File: src/rtl/cfg_io_port.sv
module cfg_io_port #(
  parameter int W        = 8,
  parameter int AW       = 3,
  parameter bit HAS_CTRL = 1'b1
) (
  input  logic          clk,
  input  logic          rst_n,
  input  logic          reg_we,
  input  logic [AW-1:0] reg_addr,
  input  logic [W-1:0]  reg_wdata,
  output logic [W-1:0]  reg_rdata,
  input  logic [W-1:0]  addr_lat,
  input  logic [W-1:0]  cpu_wdata,
  output logic [W-1:0]  cpu_rdata,
  input  logic          cpu_wr,
  input  logic [1:0]    psel,
  input  logic [W-1:0]  lg_out,
  input  logic [W-1:0]  lg_oe,
  input  logic [W-1:0]  pin_addr_sel,
  output logic [W-1:0]  lg_in,
  input  logic [W-1:0]  pad_in,
  output logic [W-1:0]  pad_out,
  output logic [W-1:0]  pad_oe
);

  localparam logic [AW-1:0] OFS_CTRL = AW'(0);
  localparam logic [AW-1:0] OFS_DIR  = AW'(1);
  localparam logic [AW-1:0] OFS_DOUT = AW'(2);
  localparam logic [AW-1:0] OFS_DIN  = AW'(3);
  localparam logic [AW-1:0] OFS_MODE = AW'(4);

  logic [W-1:0] ctrl_q, dir_q, dout_q, sync1_q, din_q;
  logic         pbuf_en;
  logic [W-1:0] addr_act, logic_pin, sw_pin, pp_out, pp_oe;
  logic         sel_any;

  generate
    if (HAS_CTRL) begin : g_ctrl
      always_ff @(posedge clk or negedge rst_n)
        if (!rst_n) ctrl_q <= '0;
        else if (reg_we && reg_addr == OFS_CTRL) ctrl_q <= reg_wdata;
    end else begin : g_noctrl
      assign ctrl_q = '0;
    end
  endgenerate

  always_ff @(posedge clk or negedge rst_n) begin
    if (!rst_n) begin
      dir_q   <= '0;
      dout_q  <= '0;
      pbuf_en <= 1'b0;
      sync1_q <= '0;
      din_q   <= '0;
    end else begin
      sync1_q <= pad_in;
      din_q   <= sync1_q;
      if (reg_we) begin
        if (reg_addr == OFS_DIR)  dir_q   <= reg_wdata;
        if (reg_addr == OFS_DOUT) dout_q  <= reg_wdata;
        if (reg_addr == OFS_MODE) pbuf_en <= reg_wdata[W-1];
      end
    end
  end

  always_comb begin
    case (reg_addr)
      OFS_CTRL: reg_rdata = ctrl_q;
      OFS_DIR:  reg_rdata = dir_q;
      OFS_DOUT: reg_rdata = dout_q;
      OFS_DIN:  reg_rdata = din_q;
      OFS_MODE: reg_rdata = {pbuf_en, {(W-1){1'b0}}};
      default:  reg_rdata = '0;
    endcase
  end

  assign addr_act  = pin_addr_sel & (lg_oe | (ctrl_q & dir_q));
  assign logic_pin = ctrl_q & ~addr_act;
  assign sw_pin    = ~ctrl_q & ~addr_act;

  assign pp_out = (addr_act & addr_lat) | (logic_pin & lg_out) | (sw_pin & dout_q);
  assign pp_oe  = addr_act | (logic_pin & lg_oe & dir_q) | (sw_pin & dir_q);

  assign sel_any   = |psel;
  assign pad_out   = pbuf_en ? cpu_wdata : pp_out;
  assign pad_oe    = pbuf_en ? {W{sel_any & cpu_wr}} : pp_oe;
  assign cpu_rdata = (pbuf_en && sel_any && !cpu_wr) ? pad_in : '0;
  assign lg_in     = pad_in;

endmodule

File: config.mk
export PLATFORM = sky130hd
export DESIGN_NAME = cfg_io_port
export DESIGN_NICKNAME = d
export VERILOG_FILES = /design/src/rtl/cfg_io_port.sv
export SDC_FILE = /design/constraint.sdc
export NUM_CORES = 1
export LEC_CHECK = 0
export BUFFER_PORTS_ARGS = -buffer_cell sky130_fd_sc_hd__buf_4
export CAP_MARGIN = 30
export CORE_ASPECT_RATIO = 0.7
export CORE_MARGIN = 8
export CORE_UTILIZATION = 47
export CTS_CLUSTER_SIZE = 24
export DETAILED_ROUTE_END_ITERATION = 8
export PLACE_DENSITY = 0.8
export SLEW_MARGIN = 20
export SYNTH_ARGS = -nofsm -noshare
export SYNTH_HDL_FRONTEND = slang
export SYNTH_SLANG_ARGS = --single-unit
File: constraint.sdc
create_clock -name clk -period 1.6 [get_ports clk]
set_clock_uncertainty 0.15 [all_clocks]
set_input_delay 0.32 -clock clk [delete_from_list [all_inputs] [get_ports clk]]
set_output_delay 0.32 -clock clk [all_outputs]
set_load 0.05 [all_outputs]
==> results.yml, run 1 <==
outcome:
  status: "complete, but fails checks"
  violations: "negative setup slack"
global_routing:
  grt.total_usage: 0.196
  antenna_found_initial: 0
  grt_pass1_vias: 2359
  grt_max_degree: 42
  grt-ovfl-total: 0
  grt_pass1_wl_um: 11500
floorplan:
  die_w_um: 99.2
  die_height_um: 74.2
  fp-row-count: 21
  ioPinCount: 105
  design.core.area_mm2: 0.00473
  die_area_mm2: 0.00736
  initial_core_util: 0.481
sta:
  rsz0062_at_grt: "yes"
  fmax_mhz: 483
  max_slew_margin: 0.667
  tightest_slew_ns: 0.500
  hold_slack_ns: 0.00840
  drv_slew: 0
  setup_viol: 32
  finalCritPeriodShare: 1.29
  fin_ws_ns: -0.471
  fin_setup_tns_ns: -10.99
  hold_viol_final: 0
  post-route-min-period_ns: 2.07
synthesis:
  synth_compound_area_frac: 0.168
  synthArstFlopShare: 1.00
  yosysWarnings: 0
  synth_xor_xnor_area_share: 0
  yosys-top-cells-area: "dfrtp_1 45%, mux2_2 12%, mux4_2 7.9%"
  synth.avg_cell_area_um2: 12.2
  synthCells: 187
  netlist_area_mm2: 0.00227
  yosysTopAreaCellShare: 0.451
  yosysSeqAreaShare: 0.451
  yosys_register_bits: 41
  synth.most_common_cell: "dfrtp_1"
  synth-simple-area-share: 0.122
  syn-num-nets: 252
  synth_fa_ha_area_frac: 0
  synth_top_family_by_area: "multiplexers"
  muxShareOfSynthArea: 0.203
  yosys.area.top_type: "dfrtp_1"
  synth_cell_types: 25
  synth_edf_count: 0
  synth_ff_type: "dfrtp_1"
  synthTopCellsByCount: "41 x dfrtp_1, 25 x mux2_2, 15 x nor2b_1, 9 x inv_1, 9 x o21ai_0"
worst_setup_path:
  cpMaxStageDelayCell: "dfrtp_1"
  reg2reg_slack_ns: 0.33
  r2r_end: "pbuf_en$_DFFE_PN0P_"
  worst_setup_path_start_kind: "register"
  ff2ff_path_depth: 3
  slowest_delay_ns: 0.42
  crit_type: "reg2out"
  end_kind: "output pin"
  path_cells: "a21o_1, a221o_1, a22o_2, buf_6"
  crit_arrival_ns: 1.60
  critPathMaxFanout: 4
  regToRegStartpoint: "pbuf_en$_DFFE_PN0P_"
  cp_data_required_time_ns: 1.13
finish:
  antenna_cells: 0
  area_delta_synth_final_pct: 77.9
  drive_above_1_share: 0.716
  nFillCells: 253
  final_area_mm2: 0.00405
  fin_nets: 420
clock_network:
  clk_pin_slew_worst_paths_ns: 0.09
  cts_inserted_buffers: 5
  clock-root-buffer: "clkbuf_8"
  clock_latency_ns: 0.28
  htree_levels: 2
  clock_sinks: 41
  cts_tree: "built"
  cts_buffer_depth: 2
drt:
  initialDrtViolationCount: 35
  route.detailed.drc: 0
  vias: 2162
  routed_wirelength_um: 7710
  antenna_left: 0
  dr.pass1.iters: 4
  vias_per_cell: 5.23
  wire_per_inst_um: 18.7
placed_design:
  portBuffers: 104
  post-place-ws_ns: -0.347
  place_area_mm2: 0.00352
  gp_congestion: 0.784
  dp_hpwl_um: 5560
hold_path:
  min_to: "sync1_q[5]$_DFF_PN0_"
  min_from: "pad_in[5]"
  hold_depth: 1
  min-delay-path-class: "in2reg"
flow_run:
  max-cap-violations: 0
pwr:
  p_per_area_mw_per_mm2: 1110
  vdd_drop_max_mv: 0.757
  leakagePower_nw: 1.96
## sequential cells by signal, summed over array words and instances (netlist names)
signal	flops
sync1_q	8
din_q	8
pbuf_en	1
dir_q	8
dout_q	8
ctrl_q	8
## logic make-up after synthesis
kind of cell	Yosys count
AND/OR/NAND/NOR	39
multiplexers	33
AO/OA/AOI/OAI	51
buffers and inverters	23
flip-flops	41
## cell usage in the layout (no fill, tap or decap)
master         count
a21o_1             8
a221o_1            8
a22o_2             8
a22oi_2            8
a31oi_1            7
a31oi_2            1
and2_4             8
buf_12             1
buf_4            130
buf_6             27
buf_8              9
clkbuf_8           7
clkinv_2           1
dfrtp_1           40
dfrtp_2            1
dlygate4sd3_1      8
inv_1              8
inv_2              1
mux2_2            25
mux4_2             8
nand2_1            2
nand2b_1           8
nand2b_4           1
nor2_1             1
nor2b_1            8
nor2b_4            7
nor3_1             1
nor3_4             1
nor3b_4            2
o211ai_1           1
o21ai_1            1
o21ai_2            8
o32ai_4            1
## how the worst max path moves through the flow
stage | startpoint | endpoint | slack (ns) | cells after the start
after CTS | ctrl_q[0]$_DFFE_PN0P_ | pad_out[0] | -0.45 | 4
after global placement | reg_addr[0] | reg_rdata[7] | -0.33 | 5
after detailed placement | reg_addr[0] | reg_rdata[7] | -0.35 | 5
after floorplan | pbuf_en$_DFFE_PN0P_ | pad_oe[0] | -0.23 | 4
final | dir_q[0]$_DFFE_PN0P_ | pad_out[0] | -0.47 | 4
after global routing | ctrl_q[5]$_DFFE_PN0P_ | pad_out[5] | -0.51 | 4
## through the flow
step                      std cells  power (mW)   util
after global routing            413        4.71  0.856
after global placement          383        3.36  0.744
after CTS                       403        4.43  0.831
after detailed placement        383        3.42  0.744
final                           413        4.50  0.856
after floorplan                 187        2.63      -
## power breakdown
| part | internal, mW | switching, mW |
|---|---|---|
| Clock | 0.390 | 0.342 |
| Combinational | 1.23 | 1.20 |
| Sequential | 1.20 | 0.144 |
## what timing repair did
item | in CTS | in global routing
setup buffers | 11 | 3
pin swaps | 22 | 4
resized for setup | 62 | 6
hold buffers | 1 | 7
setup endpoints to repair | 32 | 32
endpoints found under the hold margin | 41 | 7
## critical path, delay by kind of cell (launching register included)
| family | cells | cell delay [ns] |
|---|---|---|
| AOI/OAI and AO/OA | 3 | 0.73 |
| DFF | 1 | 0.42 |
| buffers and inverters | 1 | 0.15 |
## area by class of cell
type / instances / area, µm² / area share
well taps: 57 / 71.3 / 0.0176
repair buffers: 175 / 1520 / 0.374
clock inverters: 1 / 5.00 / 0.00124
multi-input cells: 123 / 1300 / 0.321
inverters: 9 / 33.8 / 0.00835
clock buffers: 7 / 96.3 / 0.0238
flip-flops and latches: 41 / 1030 / 0.254
## per-layer routing
layer	track usage	share of wire
met2	0.381	0.56
met5	0	0
met3	0.0673	0.066
met1	0.207	0.37
met4	0.0267	0.0030
Note: power is estimated with default switching activity, not from simulation.
==> run 2, diff against run 1 <==
==> constraint.sdc (replaced) <==
create_clock -name clk -period 1.6 [get_ports clk]
set_clock_uncertainty 0.15 [all_clocks]
set_input_delay 0.32 -clock clk [delete_from_list [all_inputs] [get_ports clk]]
set_output_delay 0.32 -clock clk [all_outputs]
set_load 0.005 [all_outputs]
==> run 2 against run 1 <==
- the flow still finishes with violations (negative setup slack)
- flip-flop and latch count did not move
- combinational power fell by 34%
- hold slack improved by 0.12 ns
- highest routed layer unchanged
- sequential share of layout area rose by 1.8 points
- die area did not move
- critical path type unchanged
==> results.yml, run 2 (same netlist as run 1, synthesis figures left out) <==
finish:
  final_common_cell: "buf_4"
  area_delta_synth_final_pct: 65.7
  layout_common_cells: "124 x buf_4, 41 x dfrtp_1, 25 x mux2_2, 24 x buf_6, 10 x nor2b_1"
  antenna_cells: 0
  nFillCells: 303
  final_area_mm2: 0.00377
  final_util: 0.797
  fin_nets: 403
  drive_above_1_share: 0.652
floorplan:
  fp-row-count: 21
  design.core.area_mm2: 0.00473
  die_w_um: 99.2
  ioPinCount: 105
  initial_core_util: 0.481
  die_area_mm2: 0.00736
  die_height_um: 74.2
clock_network:
  clock_sinks: 41
  clock-root-buffer: "clkbuf_8"
  htree_levels: 2
  clk_pin_slew_worst_paths_ns: 0.08
  clock_latency_ns: 0.29
  cts_buffer_depth: 2
  cts_inserted_buffers: 5
  cts_tree: "built"
outcome:
  status: "complete, but fails checks"
  violations: "negative setup slack"
worst_setup_path:
  path_buf_inv: 1
  critPathMaxFanout: 4
  worst_setup_path_start_kind: "register"
  path_cells: "a21o_1, a221o_1, a22o_1, buf_4"
  crit_arrival_ns: 1.51
  cpMaxStageDelayCell: "dfrtp_1"
  crit_type: "reg2out"
  slowest_delay_ns: 0.42
  cp_data_required_time_ns: 1.13
  end_kind: "output pin"
  critical_path.top_delay_family: "compound AO/OA/AOI/OAI gates"
sta:
  fin_setup_tns_ns: -8.74
  fmax_mhz: 505
  fin_ws_ns: -0.382
  drv_slew: 0
  finalCritPeriodShare: 1.24
  setup_viol: 32
  rsz0062_at_grt: "yes"
  hold_viol_final: 0
  tightest_slew_ns: 0.488
  hold_slack_ns: 0.129
  post-route-min-period_ns: 1.98
  max_slew_margin: 0.675
drt:
  wire_per_inst_um: 18.0
  route.detailed.drc: 0
  routed_wirelength_um: 7130
  initialDrtViolationCount: 25
  vias_per_cell: 5.31
  vias: 2101
  antenna_left: 0
  dr.pass1.iters: 4
placed_design:
  place_area_mm2: 0.00327
  portBuffers: 104
  dp_hpwl_um: 5180
  post-place-ws_ns: -0.234
  gp_congestion: 0.758
pwr:
  vdd_drop_max_mv: 0.704
  leakagePower_nw: 1.83
  p_per_area_mw_per_mm2: 947
global_routing:
  antenna_found_initial: 0
  grt_max_degree: 42
  grt.total_usage: 0.191
  grt-ovfl-total: 0
  grt_pass1_vias: 2259
  grt_pass1_wl_um: 11000
hold_path:
  min-delay-path-class: "in2reg"
flow_run:
  max-cap-violations: 0
run 2: worst paths after layout:
check,from,to,slack (ns),cells after the start
worst min-delay path,reg_wdata[1],dir_q[1]$_DFFE_PN0P_,0.13,2
worst max-delay path,ctrl_q[6]$_DFFE_PN0P_,pad_out[6],-0.38,4
min in group asynchronous,rst_n,sync1_q[6]$_DFF_PN0_,0.37,2
worst min register to register,sync1_q[5]$_DFF_PN0_,din_q[5]$_DFF_PN0_,0.20,0
worst max register to register,dir_q[1]$_DFFE_PN0P_,dir_q[1]$_DFFE_PN0P_,0.42,3
max in group asynchronous,rst_n,sync1_q[7]$_DFF_PN0_,0.58,2
run 2: cell type report:
| type | instances | area (µm²) | share of cell area |
|---|---|---|---|
| inverters | 9 | 33.8 | 0.00896 |
| clock inverters | 2 | 10.0 | 0.00266 |
| well taps | 57 | 71.3 | 0.0189 |
| flip-flops and latches | 41 | 1030 | 0.272 |
| repair buffers | 158 | 1310 | 0.348 |
| clock buffers | 6 | 72.6 | 0.0192 |
| multi-input cells | 123 | 1240 | 0.330 |
run 2: routing by layer:
| metal | global-route usage | share of wire | up-vias |
|---|---|---|---|
| met1 | 0.201 | 0.39 | 1023 |
| met4 | 0.0601 | 0.013 | 0 |
| met2 | 0.359 | 0.53 | 70 |
| li1 | - | - | 999 |
| met3 | 0.0636 | 0.070 | 9 |
| met5 | 0 | 0 | - |
run 2: worst register-to-register path, cell delays in order (launching register included):
cell and delay (ns):
dfrtp_1 0.41, buf_4 0.14, buf_4 0.13, mux2_2 0.25
run 2: report_power, final:
group	internal (mW)	switching (mW)	leakage, nW
combinational	1.03	0.572	1.30
sequential	1.20	0.136	0.486
clock	0.302	0.330	0.0450
total	2.53	1.04	1.83
run 2: metrics by stage:
step | power (mW) | std cells
3_5_place_dp | 2.63 | 366
3_3_place_gp | 2.59 | 366
5_1_grt | 3.79 | 396
6_report | 3.57 | 396
2_1_floorplan | 1.94 | 187
4_1_cts | 3.47 | 392
run 2: repair_timing:
| item | 4_1_cts | 5_1_grt |
|---|---|---|
| pin swaps | 26 | 9 |
| cloned | 0 | 0 |
| setup buffers | 10 | 3 |
| hold buffers | 8 | 1 |
| endpoints found under the setup margin | 32 | 32 |
| gates resized for setup | 42 | 22 |
| endpoints found under the hold margin | 48 | 1 |
==> run 3, diff against run 2 <==
==> constraint.sdc (replaced) <==
create_clock -name clk -period 2.25 [get_ports clk]
set_clock_uncertainty 0.15 [all_clocks]
set_input_delay 0.45 -clock clk [delete_from_list [all_inputs] [get_ports clk]]
set_output_delay 0.45 -clock clk [all_outputs]
set_load 0.005 [all_outputs]
==> run 3 against run 2 <==
- the flow now finishes without violations
- routed wire length is 15% lower
- flip-flop and latch count stayed put
- cell area is 16% lower
- sequential power is 28% lower
- hold slack worse by 0.00095 ns
- power is 37% lower
- via count is 13% lower
- critical endpoint is now pad_out[4]
- largest power group is now registers
==> results.yml, run 3 (same netlist as run 1, synthesis figures left out) <==
outcome:
  status: "complete, no violations"
worst_setup_path:
  crit_start: "ctrl_q[4]$_DFFE_PN0P_"
  r2r_end: "pbuf_en$_DFFE_PN0P_"
  cp-endpoint: "pad_out[4]"
  crit_type: "reg2out"
  critPathMaxFanout: 6
  end_kind: "output pin"
  worst_setup_path_start_kind: "register"
  reg2reg_slack_ns: 1.08
  cp_data_required_time_ns: 1.65
  regToRegStartpoint: "pbuf_en$_DFFE_PN0P_"
  crit_arrival_ns: 1.57
  ff2ff_path_depth: 2
floorplan:
  initial_core_util: 0.481
  design.core.area_mm2: 0.00473
  die_height_um: 74.2
  ioPinCount: 105
  die_w_um: 99.2
  fp-row-count: 21
  die_area_mm2: 0.00736
drt:
  vias_per_cell: 5.29
  vias: 1837
  route.detailed.drc: 0
  antenna_left: 0
  initialDrtViolationCount: 40
  routed_wirelength_um: 6070
  dr.pass1.iters: 4
  wire_per_inst_um: 17.5
sta:
  fmax_mhz: 461
  tightest_slew_ns: 0.504
  fin_setup_tns_ns: 0
  drv_slew: 0
  finalCritPeriodShare: 0.965
  max_slew_margin: 0.664
  post-route-min-period_ns: 2.17
  hold_viol_final: 0
  setup_viol: 0
  rsz0062_at_grt: "no"
clock_network:
  cts_setup_buffers: 0
  cts_buffer_depth: 2
  clock_latency_ns: 0.29
  clk_pin_slew_worst_paths_ns: 0.07
  cts_tree: "built"
  clock_sinks: 41
  htree_levels: 2
  cts_inserted_buffers: 5
  clock-root-buffer: "clkbuf_8"
finish:
  area_delta_synth_final_pct: 39.7
  final_common_cell: "buf_4"
  nFillCells: 385
  ff_latch_area_mm2: 0.00103
  antenna_cells: 0
  multiInputGateArea_mm2: 0.00112
  fin_cells: 347
  layout_common_cells: "108 x buf_4, 41 x dfrtp_1, 25 x mux2_2, 15 x nor2b_1"
  final_area_mm2: 0.00318
  drive_above_1_share: 0.531
  fin_nets: 354
global_routing:
  grt_max_degree: 42
  grt.total_usage: 0.163
  antenna_found_initial: 0
  grt-ovfl-total: 0
  grt_pass1_vias: 1920
  grt_pass1_wl_um: 9380
placed_design:
  portBuffers: 104
  place_inst: 338
  dp_hpwl_um: 4650
  gp_congestion: 0.756
  place_area_mm2: 0.00306
hold_path:
  min-delay-path-class: "in2reg"
pwr:
  leakagePower_nw: 1.53
  p_per_area_mw_per_mm2: 708
  vdd_drop_max_mv: 0.459
  fin_total_pwr_mw: 2.25
flow_run:
  max-cap-violations: 0
-- run 3: cell types whose count changed in the layout (fill, tap and decap cells not counted), moves of 8 or more --
| cell | change |
|---|---|
| a22oi_2 | -8 |
| a22oi_1 | +8 |
| buf_4 | -16 |
| buf_6 | -24 |
| o21ai_0 | +9 |
| dlygate4sd3_1 | -8 |
-- run 3: worst max-delay path: stages, from the launching register on --
cell	delay (ns)
dfrtp_1	0.44
a21o_1	0.23
a221o_1	0.30
a22o_1	0.18
buf_4	0.13
-- run 3: power by group --
part	internal [mW]	switching, mW	leakage, nW	total (mW)
logic	0.487	0.287	0.990	0.774
registers	0.850	0.109	0.486	0.960
clock network	0.277	0.240	0.0542	0.517
total	1.61	0.636	1.53	2.25
-- run 3: through the flow --
stage | setup slack [ns] | hold WS, ns | utilization
after floorplan | 0.421 | 0.00441 | -
after global placement | 0.123 | 0.182 | 0.648
after detailed placement | 0.102 | 0.185 | 0.648
after CTS | 0.0552 | 0.117 | 0.671
after global routing | 0.00121 | 0.107 | 0.672
final | 0.0788 | 0.128 | 0.672
-- run 3: layer usage --
layer / routed length [µm] / vias to the layer above / part of all wire / global-route usage
met3: 497 / 5 / 0.082 / 0.0682
met4: 33 / 0 / 0.0054 / 0.0351
li1: - / 896 / - / -
met2: 2980 / 64 / 0.49 / 0.279
met1: 2560 / 872 / 0.42 / 0.189
met5: 0 / - / 0 / 0
-- run 3: how the worst min path moves through the flow --
| stage | from | to | slack, ns | depth (start not counted) |
|---|---|---|---|---|
| finish | pad_in[6] | sync1_q[6]$_DFF_PN0_ | 0.13 | 1 |
| global route | pad_in[0] | sync1_q[0]$_DFF_PN0_ | 0.11 | 1 |
| CTS | pad_in[6] | sync1_q[6]$_DFF_PN0_ | 0.12 | 1 |
| detailed placement | sync1_q[2]$_DFF_PN0_ | din_q[2]$_DFF_PN0_ | 0.18 | 0 |
| global placement | sync1_q[6]$_DFF_PN0_ | din_q[6]$_DFF_PN0_ | 0.18 | 0 |
| floorplan | rst_n | ctrl_q[0]$_DFFE_PN0P_ | 0.004 | 0 |
-- run 3: layout make-up --
type	count	area share
Tap cell	57	0.0224
Inverter	9	0.0106
Clock inverter	1	0.00158
Multi-Input combinational cell	123	0.354
Sequential cell	41	0.323
Clock buffer	7	0.0303
Timing Repair Buffer	109	0.258
-- run 3: timing repair --
| action | CTS | global route |
|---|---|---|
| setup endpoints to repair | 0 | 8 |
| hold buffers | 1 | 0 |
| hold endpoints to repair | 41 | 0 |
| resized for setup | 0 | 1 |
